$ cat src/rtl/audio_fifo_req_pkg.sv
package audio_fifo_req_pkg;

    typedef enum logic [1:0] {
        ST_EMPTY = 2'd0,
        ST_PART  = 2'd1,
        ST_FULL  = 2'd2
    } fill_state_t;

endpackage

$ cat src/rtl/audio_fifo_req_ctrl.sv
module audio_fifo_req_ctrl
    import audio_fifo_req_pkg::*;
#(
    parameter int DEPTH = 8,
    parameter int LVL_W = 5,
    parameter int PTR_W = 3
) (
    input  logic             clk,
    input  logic             rst_n,
    input  logic             clr,
    input  logic             wr_en,
    input  logic             rd_en,
    output logic             wr_ok,
    output logic             rd_ok,
    output logic [PTR_W-1:0] wr_ptr,
    output logic [PTR_W-1:0] rd_ptr,
    output logic [LVL_W-1:0] level,
    output logic             empty,
    output logic             full
);

    localparam logic [LVL_W-1:0] LVL_TOP  = LVL_W'(DEPTH);
    localparam logic [LVL_W-1:0] LVL_LAST = LVL_W'(DEPTH - 1);
    localparam logic [PTR_W-1:0] PTR_LAST = PTR_W'(DEPTH - 1);

    fill_state_t state_q, state_d;

    // acceptance of each side
    always_comb begin
        wr_ok = wr_en && !clr && (state_q != ST_FULL);
        rd_ok = rd_en && !clr && (state_q != ST_EMPTY);
    end

    // next-state decision
    always_comb begin
        state_d = state_q;
        if (clr) begin
            state_d = ST_EMPTY;
        end else begin
            unique case (state_q)
                ST_EMPTY: if (wr_ok) state_d = ST_PART;
                ST_PART: begin
                    if (wr_ok && !rd_ok && level == LVL_LAST)
                        state_d = ST_FULL;
                    else if (rd_ok && !wr_ok && level == LVL_W'(1))
                        state_d = ST_EMPTY;
                end
                ST_FULL:  if (rd_ok) state_d = ST_PART;
                default:  state_d = ST_EMPTY;
            endcase
        end
    end

    // state register
    always_ff @(posedge clk or negedge rst_n) begin
        if (!rst_n) state_q <= ST_EMPTY;
        else        state_q <= state_d;
    end

    // outputs decoded from state
    always_comb begin
        empty = 1'b0;
        full  = 1'b0;
        unique case (state_q)
            ST_EMPTY: empty = 1'b1;
            ST_PART:  ;
            ST_FULL:  full  = 1'b1;
            default:  empty = 1'b1;
        endcase
    end

    // level and pointers
    always_ff @(posedge clk or negedge rst_n) begin
        if (!rst_n) begin
            level  <= '0;
            wr_ptr <= '0;
            rd_ptr <= '0;
        end else if (clr) begin
            level  <= '0;
            wr_ptr <= '0;
            rd_ptr <= '0;
        end else begin
            if (wr_ok && !rd_ok && level != LVL_TOP)
                level <= level + LVL_W'(1);
            else if (rd_ok && !wr_ok && level != '0)
                level <= level - LVL_W'(1);
            if (wr_ok)
                wr_ptr <= (wr_ptr == PTR_LAST) ? '0 : wr_ptr + PTR_W'(1);
            if (rd_ok)
                rd_ptr <= (rd_ptr == PTR_LAST) ? '0 : rd_ptr + PTR_W'(1);
        end
    end

endmodule

$ cat src/rtl/audio_fifo_req_store.sv
module audio_fifo_req_store #(
    parameter int DEPTH  = 8,
    parameter int DATA_W = 32,
    parameter int PTR_W  = 3
) (
    input  logic              clk,
    input  logic              wr_ok,
    input  logic [PTR_W-1:0]  wr_ptr,
    input  logic [DATA_W-1:0] wr_data,
    input  logic [PTR_W-1:0]  rd_ptr,
    output logic [DATA_W-1:0] rd_data
);

    logic [DATA_W-1:0] mem [DEPTH];

    always_ff @(posedge clk) begin
        if (wr_ok) mem[wr_ptr] <= wr_data;
    end

    assign rd_data = mem[rd_ptr];

endmodule

$ cat src/rtl/audio_fifo_req_cmp.sv
module audio_fifo_req_cmp #(
    parameter int LVL_W = 5,
    parameter int THR_W = 5,
    parameter bit IS_RX = 1'b1
) (
    input  logic             en,
    input  logic [THR_W-1:0] thr,
    input  logic [LVL_W-1:0] level,
    output logic             req
);

    localparam int CMP_W = (LVL_W > THR_W) ? LVL_W : THR_W;

    logic [CMP_W-1:0] lvl_x, thr_x;

    assign lvl_x = CMP_W'(level);
    assign thr_x = CMP_W'(thr);

    generate
        if (IS_RX) begin : g_rx
            assign req = en && (lvl_x >= thr_x);
        end else begin : g_tx
            assign req = en && (lvl_x <= thr_x);
        end
    endgenerate

endmodule

$ cat src/rtl/audio_fifo_req.sv
module audio_fifo_req
    import audio_fifo_req_pkg::*;
#(
    parameter int DEPTH  = 8,
    parameter int DATA_W = 32,
    parameter int LVL_W  = 5,
    parameter int DMA_DW = 5,
    parameter int IRQ_DW = 4,
    parameter bit IS_RX  = 1'b1
) (
    input  logic              clk,
    input  logic              rst_n,
    input  logic              clr,
    input  logic              wr_en,
    input  logic [DATA_W-1:0] wr_data,
    output logic              full,
    input  logic              rd_en,
    output logic [DATA_W-1:0] rd_data,
    output logic              empty,
    output logic [LVL_W-1:0]  level,
    input  logic              irq_en,
    input  logic [IRQ_DW-1:0] irq_depth,
    input  logic              dma_a_en,
    input  logic [DMA_DW-1:0] dma_a_depth,
    input  logic              dma_b_en,
    input  logic [DMA_DW-1:0] dma_b_depth,
    output logic              irq_req,
    output logic              dma_a_req,
    output logic              dma_b_req,
    output logic [2:0]        req_status
);

    localparam int PTR_W   = (DEPTH > 1) ? $clog2(DEPTH) : 1;
    localparam int NUM_DMA = 2;

    logic             wr_ok, rd_ok;
    logic [PTR_W-1:0] wr_ptr, rd_ptr;

    audio_fifo_req_ctrl #(.DEPTH(DEPTH), .LVL_W(LVL_W), .PTR_W(PTR_W)) u_ctrl (
        .clk    (clk),
        .rst_n  (rst_n),
        .clr    (clr),
        .wr_en  (wr_en),
        .rd_en  (rd_en),
        .wr_ok  (wr_ok),
        .rd_ok  (rd_ok),
        .wr_ptr (wr_ptr),
        .rd_ptr (rd_ptr),
        .level  (level),
        .empty  (empty),
        .full   (full)
    );

    audio_fifo_req_store #(.DEPTH(DEPTH), .DATA_W(DATA_W), .PTR_W(PTR_W)) u_store (
        .clk     (clk),
        .wr_ok   (wr_ok),
        .wr_ptr  (wr_ptr),
        .wr_data (wr_data),
        .rd_ptr  (rd_ptr),
        .rd_data (rd_data)
    );

    audio_fifo_req_cmp #(.LVL_W(LVL_W), .THR_W(IRQ_DW), .IS_RX(IS_RX)) u_irq_cmp (
        .en    (irq_en),
        .thr   (irq_depth),
        .level (level),
        .req   (irq_req)
    );

    logic [NUM_DMA-1:0]              dma_en_v;
    logic [NUM_DMA-1:0][DMA_DW-1:0]  dma_thr_v;
    logic [NUM_DMA-1:0]              dma_req_v;

    assign dma_en_v  = {dma_b_en, dma_a_en};
    assign dma_thr_v = {dma_b_depth, dma_a_depth};

    generate
        for (genvar gi = 0; gi < NUM_DMA; gi++) begin : g_dma
            audio_fifo_req_cmp #(.LVL_W(LVL_W), .THR_W(DMA_DW), .IS_RX(IS_RX)) u_dma_cmp (
                .en    (dma_en_v[gi]),
                .thr   (dma_thr_v[gi]),
                .level (level),
                .req   (dma_req_v[gi])
            );
        end
    endgenerate

    assign dma_a_req  = dma_req_v[0];
    assign dma_b_req  = dma_req_v[1];
    assign req_status = {dma_b_req, dma_a_req, irq_req};

endmodule

$ cat config.mk
export PLATFORM = sky130hd
export DESIGN_NAME = audio_fifo_req
export DESIGN_NICKNAME = d
export VERILOG_FILES = /design/src/rtl/audio_fifo_req_pkg.sv /design/src/rtl/audio_fifo_req_ctrl.sv /design/src/rtl/audio_fifo_req_store.sv /design/src/rtl/audio_fifo_req_cmp.sv /design/src/rtl/audio_fifo_req.sv
export SDC_FILE = /design/constraint.sdc
export NUM_CORES = 1
export LEC_CHECK = 0
export ABC_CLOCK_PERIOD_IN_PS = 4300
export CAP_MARGIN = 20
export CORE_MARGIN = 1.5
export CORE_UTILIZATION = 40
export CTS_CLUSTER_SIZE = 20
export DETAILED_ROUTE_END_ITERATION = 8
export HOLD_SLACK_MARGIN = 0.05
export MAX_ROUTING_LAYER = met4
export PLACE_DENSITY_LB_ADDON = 0.12
export SLEW_MARGIN = 25
export SYNTH_ARGS = -nofsm -noshare
export SYNTH_HDL_FRONTEND = slang
export SYNTH_SLANG_ARGS = --single-unit
export TNS_END_PERCENT = 1
$ cat constraint.sdc
create_clock -name clk -period 4.3 [get_ports clk]
set_input_delay 0.43 -clock clk [delete_from_list [all_inputs] [get_ports clk]]
set_output_delay 0.43 -clock clk [all_outputs]
set_load 0.01 [all_outputs]
==> flow_metrics.py, run 1 <==
metrics = {
    "pwr": {
        "p_leak_nw": 4.30,
        "p_per_area_mw_per_mm2": 463,
        "max-vdd-ir-drop_v": 0.000297,
    },
    "layout": {
        "final_core_util": 0.494,
        "layout-area-overhead-vs-synth_pct": 21.5,
        "multi_input_area_mm2": 0.00280,
        "finalNetCount": 728,
        "filler_cell_count": 2203,
        "mostFrequentLayoutCell": "sky130_fd_sc_hd__edfxtp_1",
        "final_layout_size_suffix_gt1_frac": 0.246,
        "final_cell_mix": "256 x sky130_fd_sc_hd__edfxtp_1, 98 x sky130_fd_sc_hd__clkdlybuf4s50_1, 64 x sky130_fd_sc_hd__mux4_2",
        "sequential_cell_area_mm2": 0.00802,
    },
    "detailed_routing": {
        "routed_wirelength_um": 21500,
        "drtIter0Drc": 330,
        "detail_route.vias_per_cell": 5.31,
        "vias": 5360,
        "firstDrtPassIters": 4,
        "drc": 0,
        "antenna_violating_nets_post_route": 0,
        "routedWlPerCell_um": 21.3,
    },
    "worst_setup_path": {
        "r2r_cells": 6,
        "cp-start-kind": "register",
        "worst-endpoint-required_ns": 3.87,
        "r2r_end": "u_store.mem[4][12]$_DFFE_PP_",
        "timing.critical_path.slowest_stage_cell": "sky130_fd_sc_hd__dfrtp_4",
        "cp.arrival_ns": 3.07,
        "worst-r2r-setup-slack_ns": 1.34,
        "slowest_delay_ns": 0.92,
        "critPathMaxFanout": 34,
        "worstSetupPathType": "register to primary output",
        "crit_chain": "buf_12 -> mux4_2 -> mux2_2 -> clkdlybuf4s50_1",
        "critical_path.reg2reg.startpoint": "u_ctrl.state_q[0]$_DFFE_PN0P_",
        "cp-end-kind": "primary output",
    },
    "sta": {
        "fin_hold_ws_ns": 0.315,
        "finalHoldViolCount": 0,
        "final_min_period_ns": 3.50,
        "worst_margin_slew_ns": 0.978,
        "timing_max_transition_violations_final": 0,
        "max_freq_mhz": 286,
        "setup_total_negative_slack_ns": 0,
        "final.setup_skew_ns": 0.00604,
        "rsz0062_at_grt": "false",
        "setup_viol": 0,
        "period_share": 0.814,
        "max-slew-margin-rel": 0.347,
    },
    "cts": {
        "cts_buffer_depth": 3,
        "hold_fix_buffers_at_cts": 0,
        "clk_pin_slew_worst_paths_ns": 0.06,
        "cts_tree": "built",
        "cts.sinks": 269,
        "cts_inserted_buffers": 28,
        "cts_max_level": 1,
        "insertion_delay_to_the_later_sink_of_the_worst_skew_pair_ns": 0.52,
        "cts.root.buffer_cell": "sky130_fd_sc_hd__clkbuf_16",
        "cts_post_setup_buffers_inserted": 0,
        "ctsResizeCount": 0,
    },
    "floorplanning": {
        "die_height_um": 168,
        "floorplan.rows": 60,
        "i_o_pins": 99,
        "dieWidth_um": 168,
        "initial_utilization": 0.407,
        "die_area_mm2": 0.0283,
        "placeableCoreArea_mm2": 0.0269,
    },
    "yosys": {
        "netlist_instances": 530,
        "synth_edf_count": 256,
        "postSynthNetCount": 610,
        "synthesis.area_mm2": 0.0109,
        "post_synth.cell_area_avg_um2": 20.6,
        "synthFlopType": "sky130_fd_sc_hd__edfxtp_1",
        "library_cells_used_by_synthesis": 45,
        "synth.yosys.warnings": 0,
        "synthArstFlopShare": 0.0483,
        "synth.yosys.seq_area_share": 0.733,
        "ys_seq_elements": 269,
    },
    "grt": {
        "antenna_found_initial": 2,
        "grt_max_degree": 41,
        "globalRouteOverflowTotal": 0,
        "grt_first_pass_wirelength_um": 33700,
        "grt_use_total": 0.162,
        "grt_pass1_vias": 5758,
    },
    "hold_path": {
        "hold_class": "primary input to asynchronous set/reset pin",
    },
    "place": {
        "gpl.final_weighted_congestion": 0.713,
        "portBuffers": 98,
        "place.detailed.hpwl_um": 12500,
    },
    "run_status": {
        "outcome": "complete, no violations",
    },
    "flow_run": {
        "number_of_maximum_capacitance_constraint_violations": 0,
    },
}
==> synthesized netlist by cell type, drive strengths merged, types with 2 or more instances <==
cell type | instances | area, um2
nor2b | 5 | 31.3
o31ai | 3 | 22.5
mux4 | 64 | 1440
nor2 | 19 | 71.3
o32ai | 2 | 36.3
inv | 16 | 60.1
nor4b | 2 | 17.5
and2b | 2 | 15.0
mux2 | 33 | 372
nand2 | 7 | 26.3
ha | 26 | 325
mux2i | 4 | 40.0
a21oi | 12 | 63.8
clkbuf | 14 | 52.6
buf | 12 | 71.3
dfrtp | 13 | 325
nand2b | 7 | 43.8
o21ai | 7 | 35.0
edfxtp | 256 | 7690
or3b | 2 | 17.5
nor3 | 7 | 46.3
==> per-layer routing <==
| layer | track usage | share of wire | up-vias |
|---|---|---|---|
| li1 | - | - | 2408 |
| met1 | 0.209 | 0.46 | 2789 |
| met2 | 0.266 | 0.48 | 129 |
| met3 | 0.0277 | 0.040 | 34 |
| met4 | 0.0427 | 0.020 | 0 |
| met5 | - | 0 | - |
==> sequential cells by signal (all words and copies together) (netlist names) <==
| register | cells |
|---|---|
| u_store.mem | 256 |
| u_ctrl.level | 5 |
| u_ctrl.rd_ptr | 3 |
| u_ctrl.wr_ptr | 3 |
| u_ctrl.state_q | 2 |
==> report_power, final <==
group / internal [mW] / switching [mW] / total, mW
clock: 1.29 / 0.934 / 2.22
combinational: 0.528 / 0.369 / 0.897
sequential: 2.92 / 0.115 / 3.04
==> worst max-delay path by stage <==
stage          slack, ns  cells after the start                          start                     endpoint
2_1_floorplan       0.09                      6  u_ctrl.state_q[0]$_DFFE_PN0P_  u_store.mem[0][0]$_DFFE_PP_
3_3_place_gp        0.99                      6                            clr  u_store.mem[6][6]$_DFFE_PP_
3_5_place_dp        1.00                      6                            clr  u_store.mem[4][8]$_DFFE_PP_
4_1_cts             0.70                      4   u_ctrl.rd_ptr[0]$_DFFE_PN0P_                   rd_data[1]
5_1_grt             0.58                      4   u_ctrl.rd_ptr[0]$_DFFE_PN0P_                   rd_data[1]
6_report            0.80                      4   u_ctrl.rd_ptr[0]$_DFFE_PN0P_                   rd_data[1]
==> final cells by class <==
type                            instances  area share
Tap cell                              341      0.0321
Inverter                               16     0.00452
Clock buffer                           37      0.0569
Clock inverter                         12     0.00622
Sequential cell                       269       0.604
Antenna cell                            2    0.000377
Timing Repair Buffer                  114      0.0857
Multi-Input combinational cell        219       0.210
==> through the flow <==
stage / power, mW / setup slack, ns / area [um2] / instances
2_1_floorplan: 3.61 / 0.0877 / 10900 / 530
3_3_place_gp: 3.99 / 0.989 / 12400 / 959
3_5_place_dp: 4.01 / 1.00 / 12400 / 959
4_1_cts: 6.24 / 0.699 / 13300 / 1008
5_1_grt: 6.43 / 0.579 / 13300 / 1010
6_report: 6.16 / 0.802 / 13300 / 1010
==> cells by family (layout without fill, tap and decap cells) <==
kind of cell | Yosys count | count (layout) | share of synthesized area
multiplexers | 101 | 101 | 0.169
AND/OR/NAND/NOR | 62 | 62 | 0.0326
other | 0 | 2 | 0
flip-flops | 269 | 269 | 0.733
XOR/XNOR | 1 | 1 | 0.000801
adder cells (fa/ha/maj) | 26 | 26 | 0.0297
buffers and inverters | 42 | 179 | 0.0168
AO/OA/AOI/OAI | 29 | 29 | 0.0181
==> worst max-delay path: cells and delay by family, from the launching register on <==
kind | cells | cell delay (ns)
muxes | 2 | 0.83
DFF | 1 | 0.92
buffers and inverters | 2 | 0.76
No activity file was read; power rests on OpenSTA's default activity.
==> inputs of run 2 (changes only) <==
--- a/config.mk
+++ b/config.mk
@@ -5,7 +5,7 @@
 export SDC_FILE = /design/constraint.sdc
 export NUM_CORES = 1
 export LEC_CHECK = 0
-export ABC_CLOCK_PERIOD_IN_PS = 4300
+export ABC_CLOCK_PERIOD_IN_PS = 3030
 export CAP_MARGIN = 20
 export CORE_MARGIN = 1.5
 export CORE_UTILIZATION = 40
==> constraint.sdc (replaced) <==
create_clock -name clk -period 3.03 [get_ports clk]
set_input_delay 0.303 -clock clk [delete_from_list [all_inputs] [get_ports clk]]
set_output_delay 0.303 -clock clk [all_outputs]
set_load 0.01 [all_outputs]
==> flow_metrics.py, run 2 (synthesis gave the netlist of run 1 again) <==
metrics = {
    "cts": {
        "clk_pin_slew_worst_paths_ns": 0.06,
        "cts.sinks": 269,
        "cts_inserted_buffers": 29,
        "cts_max_level": 1,
        "cts_buffer_depth": 3,
        "insertion_delay_to_the_later_sink_of_the_worst_skew_pair_ns": 0.52,
        "cts.root.buffer_cell": "sky130_fd_sc_hd__clkbuf_16",
        "cts_tree": "built",
    },
    "sta": {
        "max_freq_mhz": 340,
        "period_share": 0.971,
        "final.setup_skew_ns": 0.00981,
        "rsz0062_at_grt": "false",
        "worst_margin_slew_ns": 0.665,
        "setup_ws_ns": 0.0876,
        "fin_hold_ws_ns": 0.184,
        "max-slew-margin-rel": 0.555,
        "setup_viol": 0,
        "timing_max_transition_violations_final": 0,
        "finalHoldViolCount": 0,
        "final_min_period_ns": 2.94,
    },
    "layout": {
        "design_area_mm2": 0.0134,
        "filler_cell_count": 2201,
        "stdcell_count": 1024,
        "finalNetCount": 741,
        "multi_input_area_mm2": 0.00281,
        "largest_register_ff_count": 256,
        "final_layout_size_suffix_gt1_frac": 0.264,
        "final_cell_mix": "256 x sky130_fd_sc_hd__edfxtp_1, 98 x sky130_fd_sc_hd__clkdlybuf4s50_1, 64 x sky130_fd_sc_hd__mux4_2",
        "largestRegisters": "u_store.mem x256, u_ctrl.level x5",
        "max_flop_register": "u_store.mem",
        "sequential_cell_area_mm2": 0.00802,
        "mostFrequentLayoutCell": "sky130_fd_sc_hd__edfxtp_1",
        "layout-area-overhead-vs-synth_pct": 22.5,
    },
    "detailed_routing": {
        "routedWlPerCell_um": 21.7,
        "antenna_violating_nets_post_route": 0,
        "vias": 5360,
        "drc": 0,
        "drtIter0Drc": 342,
        "firstDrtPassIters": 4,
        "detail_route.vias_per_cell": 5.23,
        "routed_wirelength_um": 22200,
    },
    "pwr": {
        "p_per_area_mw_per_mm2": 650,
        "max-vdd-ir-drop_v": 0.000358,
        "total_power_mw": 8.70,
        "p_leak_nw": 4.35,
    },
    "grt": {
        "grt_first_pass_wirelength_um": 33900,
        "globalRouteOverflowTotal": 0,
        "grt_pass1_vias": 5745,
        "grt_use_total": 0.166,
        "antenna_found_initial": 1,
        "grt_max_degree": 25,
    },
    "floorplanning": {
        "dieWidth_um": 168,
        "i_o_pins": 99,
        "placeableCoreArea_mm2": 0.0269,
        "initial_utilization": 0.407,
        "die_height_um": 168,
        "die_area_mm2": 0.0283,
        "floorplan.rows": 60,
    },
    "worst_setup_path": {
        "r2r_cells": 6,
        "critPathMaxFanout": 24,
        "timing.critical_path.slowest_stage_cell": "sky130_fd_sc_hd__mux4_2",
        "slowest_delay_ns": 0.55,
        "cp-end-kind": "primary output",
        "worstSetupPathType": "register to primary output",
        "cp.arrival_ns": 2.64,
        "cp-start-kind": "register",
        "crit_chain": "buf_12 -> mux4_2 -> mux2_2 -> clkdlybuf4s50_1",
        "worst-endpoint-required_ns": 2.73,
    },
    "place": {
        "portBuffers": 98,
        "place_area_mm2": 0.0125,
        "gpl.final_weighted_congestion": 0.759,
        "dp_cells": 969,
        "pre_cts_ws_ns": 0.445,
        "place.detailed.hpwl_um": 13100,
    },
    "hold_path": {
        "hold_class": "primary input to asynchronous set/reset pin",
    },
    "run_status": {
        "outcome": "complete, no violations",
    },
    "flow_run": {
        "number_of_maximum_capacitance_constraint_violations": 0,
    },
}
==> run 2: cell types whose count changed in the layout (fill, tap and decap cells not counted), sizes merged <==
| cell | change |
|---|---|
| buf | +12 |
| clkinv | +1 |
| bufinv | -1 |
| diode | -1 |
| inv | +1 |
| clkinvlp | +2 |
==> run 2: timing repair <==
| action | CTS | global route |
|---|---|---|
| pin swaps | 0 | 0 |
| buffers inserted | 2 | 0 |
| gates resized for setup | 0 | 2 |
| endpoints found under the setup margin | 27 | 4 |
| hold buffers | 0 | 0 |
==> run 2: path summary, 6_finish.rpt <==
kind                                          startpoint                       endpoint  slack [ns]
setup reg to reg           u_ctrl.state_q[0]$_DFFE_PN0P_   u_store.mem[0][10]$_DFFE_PP_        0.54
hold reg to reg            u_ctrl.state_q[0]$_DFFE_PN0P_  u_ctrl.state_q[0]$_DFFE_PN0P_        0.58
min in group clk                             wr_data[30]   u_store.mem[7][30]$_DFFE_PP_        0.51
max in group asynchronous                          rst_n   u_ctrl.rd_ptr[0]$_DFFE_PN0P_        2.35
setup / recovery            u_ctrl.rd_ptr[0]$_DFFE_PN0P_                     rd_data[9]        0.09
hold / removal                                     rst_n  u_ctrl.state_q[0]$_DFFE_PN0P_        0.18
==> run 2: stage by stage <==
stage	utilization	TNS, ns
4_1_cts	0.498	0
2_1_floorplan	-	-35.80
5_1_grt	0.498	0
3_5_place_dp	0.467	0
3_3_place_gp	0.467	0
6_report	0.498	0
==> run 2: layout make-up <==
cell class / instances / share of cell area
timing repair buffer: 126 / 0.0927
clock inverter: 15 / 0.00579
sequential: 269 / 0.599
multi-input combinational: 219 / 0.210
antenna: 1 / 0.000187
tap: 341 / 0.0319
clock buffer: 37 / 0.0564
inverter: 16 / 0.00448
==> run 2: worst max-delay path: cells and delay by family (launching register included) <==
family	cells	cell delay, ns
DFF	1	0.51
buffers and inverters	2	0.74
muxes	2	0.85
==> run 2: report_power, final <==
| group | internal (mW) | switching, mW |
|---|---|---|
| clock | 1.75 | 1.33 |
| combinational | 0.770 | 0.577 |
| sequential | 4.15 | 0.118 |
| total | 6.68 | 2.02 |
==> run 2: routing by layer <==
metal | track usage | routed length (um) | vias up
li1 | - | - | 2424
met1 | 0.217 | 9800 | 2793
met2 | 0.275 | 11200 | 107
met3 | 0.0212 | 735 | 36
met4 | 0.0458 | 416 | 0
met5 | - | 0 | -
